`src/rtl/pcm_tx_pkg.sv`:
```
package pcm_tx_pkg;

    typedef enum logic [1:0] {
        ST_OFF   = 2'd0,
        ST_IDLE  = 2'd1,
        ST_ARM   = 2'd2,
        ST_SHIFT = 2'd3
    } tx_state_e;

    localparam int NUM_CH = 2;

endpackage

```
`src/rtl/pcm_sync_detect.sv`:
```
module pcm_sync_detect (
    input  logic clk,
    input  logic rst_n,
    input  logic pwr_up,
    input  logic fsync,
    output logic sync_rise
);

    logic fsync_q;

    always_ff @(posedge clk or negedge rst_n) begin
        if (!rst_n) begin
            fsync_q <= 1'b0;
        end else if (!pwr_up) begin
            fsync_q <= 1'b0;
        end else begin
            fsync_q <= fsync;
        end
    end

    assign sync_rise = pwr_up && fsync && !fsync_q;

endmodule

```
`src/rtl/pcm_frame_build.sv`:
```
module pcm_frame_build #(
    parameter int CODE_W  = 8,
    parameter int ECHO_W  = 6,
    parameter int FILL_W  = 4,
    localparam int FRAME_W = 2 * CODE_W + ECHO_W + 2 + FILL_W
) (
    input  logic               law_sel,
    input  logic [1:0]         ch_pd,
    input  logic [CODE_W-1:0]  ch1_code,
    input  logic [CODE_W-1:0]  ch2_code,
    input  logic [ECHO_W-1:0]  echo_bits,
    output logic [FRAME_W-1:0] frame
);

    logic [CODE_W-1:0] zero_code;
    logic [CODE_W-1:0] code_in  [2];
    logic [CODE_W-1:0] code_out [2];

    // Positive zero: all ones (mu-law) or 1 then alternating bits ending in 1 (A-law)
    always_comb begin
        for (int i = 0; i < CODE_W; i++) begin
            if (!law_sel || i == CODE_W - 1) begin
                zero_code[i] = 1'b1;
            end else begin
                zero_code[i] = (i % 2 == 0);
            end
        end
    end

    assign code_in[0] = ch1_code;
    assign code_in[1] = ch2_code;

    for (genvar g = 0; g < 2; g++) begin : g_chan
        assign code_out[g] = ch_pd[g] ? zero_code : code_in[g];
    end

    assign frame = {code_out[0], code_out[1], echo_bits, ch_pd[0], ch_pd[1], {FILL_W{1'b1}}};

endmodule

```
`src/rtl/pcm_frame_seq.sv`:
```
module pcm_frame_seq
    import pcm_tx_pkg::*;
#(
    parameter int FRAME_W      = 28,
    parameter int FILL_W       = 4,
    parameter bit EARLY_LAUNCH = 1'b1,
    localparam int CNT_W       = $clog2(FRAME_W)
) (
    input  logic               clk,
    input  logic               rst_n,
    input  logic               pwr_up,
    input  logic               sync_rise,
    input  logic [FRAME_W-1:0] frame_in,
    output logic               line_pull
);

    localparam logic [CNT_W-1:0] LAST_IDX   = CNT_W'(FRAME_W - 1);
    localparam logic [CNT_W-1:0] FILL_START = CNT_W'(FRAME_W - FILL_W);

    tx_state_e          state, state_nx;
    logic [FRAME_W-1:0] shadow;
    logic [CNT_W-1:0]   cnt;
    logic               launch_now;
    logic               load;
    logic               start_bits;

    if (EARLY_LAUNCH) begin : g_early
        assign launch_now = 1'b1;
    end else begin : g_late
        assign launch_now = 1'b0;
    end

    assign load       = sync_rise && (state == ST_IDLE || state == ST_SHIFT);
    assign start_bits = (load && launch_now) || (state == ST_ARM);

    always_comb begin
        state_nx = state;
        if (!pwr_up) begin
            state_nx = ST_OFF;
        end else begin
            unique case (state)
                ST_OFF:   state_nx = ST_IDLE;
                ST_IDLE:  if (sync_rise) state_nx = launch_now ? ST_SHIFT : ST_ARM;
                ST_ARM:   state_nx = ST_SHIFT;
                ST_SHIFT: begin
                    if (sync_rise)              state_nx = launch_now ? ST_SHIFT : ST_ARM;
                    else if (cnt == LAST_IDX)   state_nx = ST_IDLE;
                end
                default:  state_nx = ST_OFF;
            endcase
        end
    end

    always_ff @(posedge clk or negedge rst_n) begin
        if (!rst_n) begin
            state <= ST_OFF;
        end else begin
            state <= state_nx;
        end
    end

    always_ff @(posedge clk or negedge rst_n) begin
        if (!rst_n) begin
            shadow    <= '0;
            cnt       <= '0;
            line_pull <= 1'b0;
        end else if (!pwr_up) begin
            shadow    <= '0;
            cnt       <= '0;
            line_pull <= 1'b0;
        end else begin
            if (load) begin
                shadow <= frame_in;
            end
            if (start_bits) begin
                cnt       <= '0;
                line_pull <= load ? !frame_in[FRAME_W-1] : !shadow[FRAME_W-1];
            end else if (state == ST_SHIFT && !load && cnt != LAST_IDX) begin
                cnt       <= cnt + 1'b1;
                line_pull <= !shadow[FRAME_W - 2 - int'(cnt)];
            end else begin
                line_pull <= 1'b0;
            end
        end
    end


    pd_release_chk: assert property (@(posedge clk) disable iff (!rst_n)
        !pwr_up |=> !line_pull);


    idle_release_chk: assert property (@(posedge clk) disable iff (!rst_n || !pwr_up)
        (state == ST_IDLE && !sync_rise) |=> !line_pull);


    filler_release_chk: assert property (@(posedge clk) disable iff (!rst_n)
        (state == ST_SHIFT && cnt >= FILL_START) |-> !line_pull);


    shadow_hold_chk: assert property (@(posedge clk) disable iff (!rst_n || !pwr_up)
        (state == ST_SHIFT && !sync_rise) |=> $stable(shadow));


    count_range_chk: assert property (@(posedge clk) disable iff (!rst_n)
        cnt <= LAST_IDX);

endmodule

```
`src/rtl/pcm_frame_tx.sv`:
```
module pcm_frame_tx #(
    parameter int CODE_W       = 8,
    parameter int ECHO_W       = 6,
    parameter int FILL_W       = 4,
    parameter bit EARLY_LAUNCH = 1'b1,
    localparam int FRAME_W     = 2 * CODE_W + ECHO_W + 2 + FILL_W
) (
    input  logic              clk,
    input  logic              rst_n,
    input  logic              pwr_up,
    input  logic              fsync,
    input  logic              law_sel,
    input  logic [1:0]        ch_pd,
    input  logic [CODE_W-1:0] ch1_code,
    input  logic [CODE_W-1:0] ch2_code,
    input  logic [ECHO_W-1:0] echo_bits,
    output logic              line_pull_low
);

    logic               sync_rise;
    logic [FRAME_W-1:0] frame_word;

    pcm_sync_detect u_sync (
        .clk       (clk),
        .rst_n     (rst_n),
        .pwr_up    (pwr_up),
        .fsync     (fsync),
        .sync_rise (sync_rise)
    );

    pcm_frame_build #(
        .CODE_W (CODE_W),
        .ECHO_W (ECHO_W),
        .FILL_W (FILL_W)
    ) u_build (
        .law_sel   (law_sel),
        .ch_pd     (ch_pd),
        .ch1_code  (ch1_code),
        .ch2_code  (ch2_code),
        .echo_bits (echo_bits),
        .frame     (frame_word)
    );

    pcm_frame_seq #(
        .FRAME_W      (FRAME_W),
        .FILL_W       (FILL_W),
        .EARLY_LAUNCH (EARLY_LAUNCH)
    ) u_seq (
        .clk       (clk),
        .rst_n     (rst_n),
        .pwr_up    (pwr_up),
        .sync_rise (sync_rise),
        .frame_in  (frame_word),
        .line_pull (line_pull_low)
    );

endmodule

```
`config.mk`:
```
export PLATFORM = sky130hd
export DESIGN_NAME = pcm_frame_tx
export DESIGN_NICKNAME = d
export VERILOG_FILES = /design/src/rtl/pcm_tx_pkg.sv /design/src/rtl/pcm_sync_detect.sv /design/src/rtl/pcm_frame_build.sv /design/src/rtl/pcm_frame_seq.sv /design/src/rtl/pcm_frame_tx.sv
export SDC_FILE = /design/constraint.sdc
export NUM_CORES = 1
export LEC_CHECK = 0
export ABC_AREA = 1
export BUFFER_PORTS_ARGS = -buffer_cell sky130_fd_sc_hd__buf_2
export CORE_MARGIN = 2
export CORE_UTILIZATION = 53
export CTS_BUF_LIST = sky130_fd_sc_hd__clkbuf_8
export DETAILED_ROUTE_END_ITERATION = 6
export GPL_TIMING_DRIVEN = 0
export PLACE_DENSITY = 0.85
export SETUP_SLACK_MARGIN = 0.02
export SYNTH_ARGS = -nofsm -noshare
export SYNTH_HDL_FRONTEND = slang
export SYNTH_SLANG_ARGS = --single-unit
export TNS_END_PERCENT = 30
```
`constraint.sdc`:
```
create_clock -name clk -period 1.6 [get_ports clk]
set_input_delay 0.24 -clock clk [delete_from_list [all_inputs] [get_ports clk]]
set_output_delay 0.24 -clock clk [all_outputs]
set_load 0.005 [all_outputs]
```
==> reports/metrics.csv <==
stage;metric;value;unit
synthesis;ys_seq_elements;34;
cts;cts_tree;done;
floorplanning;rows;21;
routing;drcViolationCount;0;
power;peakVddDrop;0.000793;V
synthesis;synthesis.nets;270;
global_route;use_met3;0.0625;
layout;utilization;0.665;
placement;place.gp.congestion;0.836;
timing;fin_crit_sh;0.941;
routing;wl_per_cell;13.2;um
critical_path;critPathKind;reg -> reg;
floorplanning;die-area;4050;sq um
run;maxCapViolations;0;
synthesis;ys_warn_count;0;
critical_path;crit_start;u_seq.cnt[0];
critical_path;crit_path_end;u_seq.line_pull;
timing;final_max_slew_viol_count;0;
cts;clk_pin_slew_worst_paths;0.08;ns
floorplanning;io_pins;30;
floorplanning;die_h;63.7;um
layout;multiInputGateArea;853;sq um
timing;worstMarginPinSlew;0.766;ns
critical_path;rrSetupSlack;0.09;ns
timing;hold_viol;0;
layout;layout_commonest_cell;nand2_1;
layout;post-route-cell-area;2250;sq um
critical_path;worstReg2RegEnd;u_seq.line_pull;
routing;drt_iter0_markers;79;
critical_path;crit_required;1.83;ns
cts;clockRootBuffer;clkbuf_8;
critical_path;critical_path_arrival;1.74;ns
worst_hold_path;hold_class;in -> async;
power;leakagePower;1.10;nW
critical_path;critPathMaxFanout;5;
timing;fin_crit;1.51;ns
power;pwr_density_cell;1020;nW/um^2
cts;clockBufferDepth;2;
synthesis;synth_area;1890;sq um
cts;cts_buffers;5;
floorplanning;die_w;63.7;um
timing;rsz0062_at_grt;yes;
layout;syn2layout_area_growth;19.4;%
critical_path;ff2ff_path_depth;12;
timing;fmax;664;MHz
floorplanning;coreArea;3390;sq um
critical_path;endpoint_kind;register;
layout;regArea;852;sq um
cts;clkLatencyLatePin;0.30;ns
layout;nFillCells;298;
placement;portBuffers;26;
placement;placed_area;2070;sq um
global_route;grt_pass1_vias;1698;
global_route;grt_util_met1;0.294;
critical_path;crit-reg2reg-launch;u_seq.cnt[0];
timing;setup_tns;0;ns
routing;via_per_inst;5.14;
routing;num_vias;1634;
global_route;grt_pass1_wl;7490;um
cts;cts-hold-fix-buffers;0;
timing;slew_headroom;0.489;
status;outcome;completed;
timing;setup_violations;0;
timing;finClkSkew;0.00877;ns
cts;h-tree-depth;2;
synthesis;synth_seq_area_share;0.451;
routing;routed_wl;4200;um
global_route;grt-busiest-layer;met2;
global_route;grt_antenna_before_repair;0;
floorplanning;start_util;0.557;
global_route;grt_use_total;0.236;
layout;drive_gt1_frac;0.250;
routing;first_pass_iters;4;
global_route;grt_start_max_net_pins;35;
global_route;met2_usage;0.391;
placement;hpwl;2920;um
synthesis;synth_cell_type_count;29;
layout;nNetsFinal;304;
routing;antenna_left;0;
synthesis;post_synth.cell_area_avg;7.96;sq um
critical_path;cp-start-kind;register;
layout;diodes;0;
global_route;grt_overflow;0;
layout;layout_common_cells;nand2_1 (52), dfrtp_1 (33), inv_1 (32);
synthesis;syn_inst;237;
cts;numClockSinks;34;
logic make-up (layout without fill, tap and decap cells):
family          Yosys count  after routing  share of synthesized area
flops                    34             34                      0.451
simple gates            101            101                      0.242
xor+xnor                  3              3                     0.0139
compound gates           49             49                      0.148
fa+ha+maj                 4              4                     0.0265
buf+inv                  46             81                      0.119
cell type report:
class	count	share of cell area
multi-input combinational	157	0.379
sequential	34	0.378
inverter	37	0.0689
timing repair buffer	28	0.0644
buffer	8	0.0339
clock buffer	5	0.0305
tap	46	0.0255
clock inverter	3	0.0200
how the worst min path moves through the flow:
stage                             to  slack (ns)
global route        u_seq.shadow[10]        0.07
detailed placement  u_seq.shadow[13]        0.36
CTS                     u_seq.cnt[1]        0.03
global placement    u_seq.shadow[13]        0.35
finish              u_seq.shadow[18]       0.009
floorplan               u_seq.cnt[0]       -0.06
critical path, stage by stage (launching register included):
cell,delay (ns)
dfrtp_2,0.44
ha_4,0.17
inv_1,0.06
nand2_2,0.08
nand2_4,0.10
inv_2,0.06
nor2_1,0.09
nor2_1,0.05
nand2_1,0.06
nand2_1,0.06
nand2_1,0.07
nand3_2,0.07
a21oi_2,0.13
synthesized netlist by cell type (all sizes together):
library cell,instances,area share
a211oi,1,0.0066
a21oi,8,0.023
buf,8,0.039
clkbuf,1,0.0020
clkinv,1,0.0020
dfrtp,34,0.45
ha,4,0.027
inv,36,0.076
nand2,61,0.13
nand3,23,0.068
nand4,1,0.0033
nor2,15,0.034
nor3,1,0.0026
o211ai,3,0.012
o21ai,31,0.086
o22ai,6,0.020
xor2,3,0.014
state kept, by name, indices dropped and copies added, names as in the netlist:
register,flops
u_seq.cnt,5
u_seq.line_pull,1
u_seq.shadow,25
u_seq.state,2
u_sync.fsync_q,1
repair_timing:
| item | in CTS | in global routing |
|---|---|---|
| endpoints found under the setup margin | 1 | 12 |
| pin swaps | 0 | 3 |
| setup buffers | 1 | 1 |
| resized for setup | 7 | 14 |
metal layers:
| metal | routed length (um) | up-vias |
|---|---|---|
| li1 | - | 830 |
| met5 | 0 | - |
| met3 | 183 | 9 |
| met1 | 1850 | 760 |
| met2 | 2110 | 35 |
| met4 | 56 | 0 |
power breakdown:
group | switching [W] | leakage, nW | internal (W)
sequential | 0.0000385 | 0.460 | 0.000945
clock | 0.000336 | 0.0504 | 0.000463
combinational | 0.000318 | 0.585 | 0.000199
total | 0.000693 | 1.10 | 0.00161
metrics by stage:
| stage | worst slack (ns) | total power (W) | std cells | hold slack (ns) |
|---|---|---|---|---|
| after floorplan | 0.100 | 0.00133 | 237 | -0.0556 |
| after global placement | -0.0781 | 0.00145 | 309 | 0.348 |
| after detailed placement | -0.137 | 0.00147 | 309 | 0.356 |
| after CTS | 0.0300 | 0.00229 | 318 | 0.0318 |
| after global routing | -0.0103 | 0.00244 | 318 | 0.0738 |
| final | 0.0943 | 0.00230 | 318 | 0.00940 |
Power figures use the tool's default switching activity.
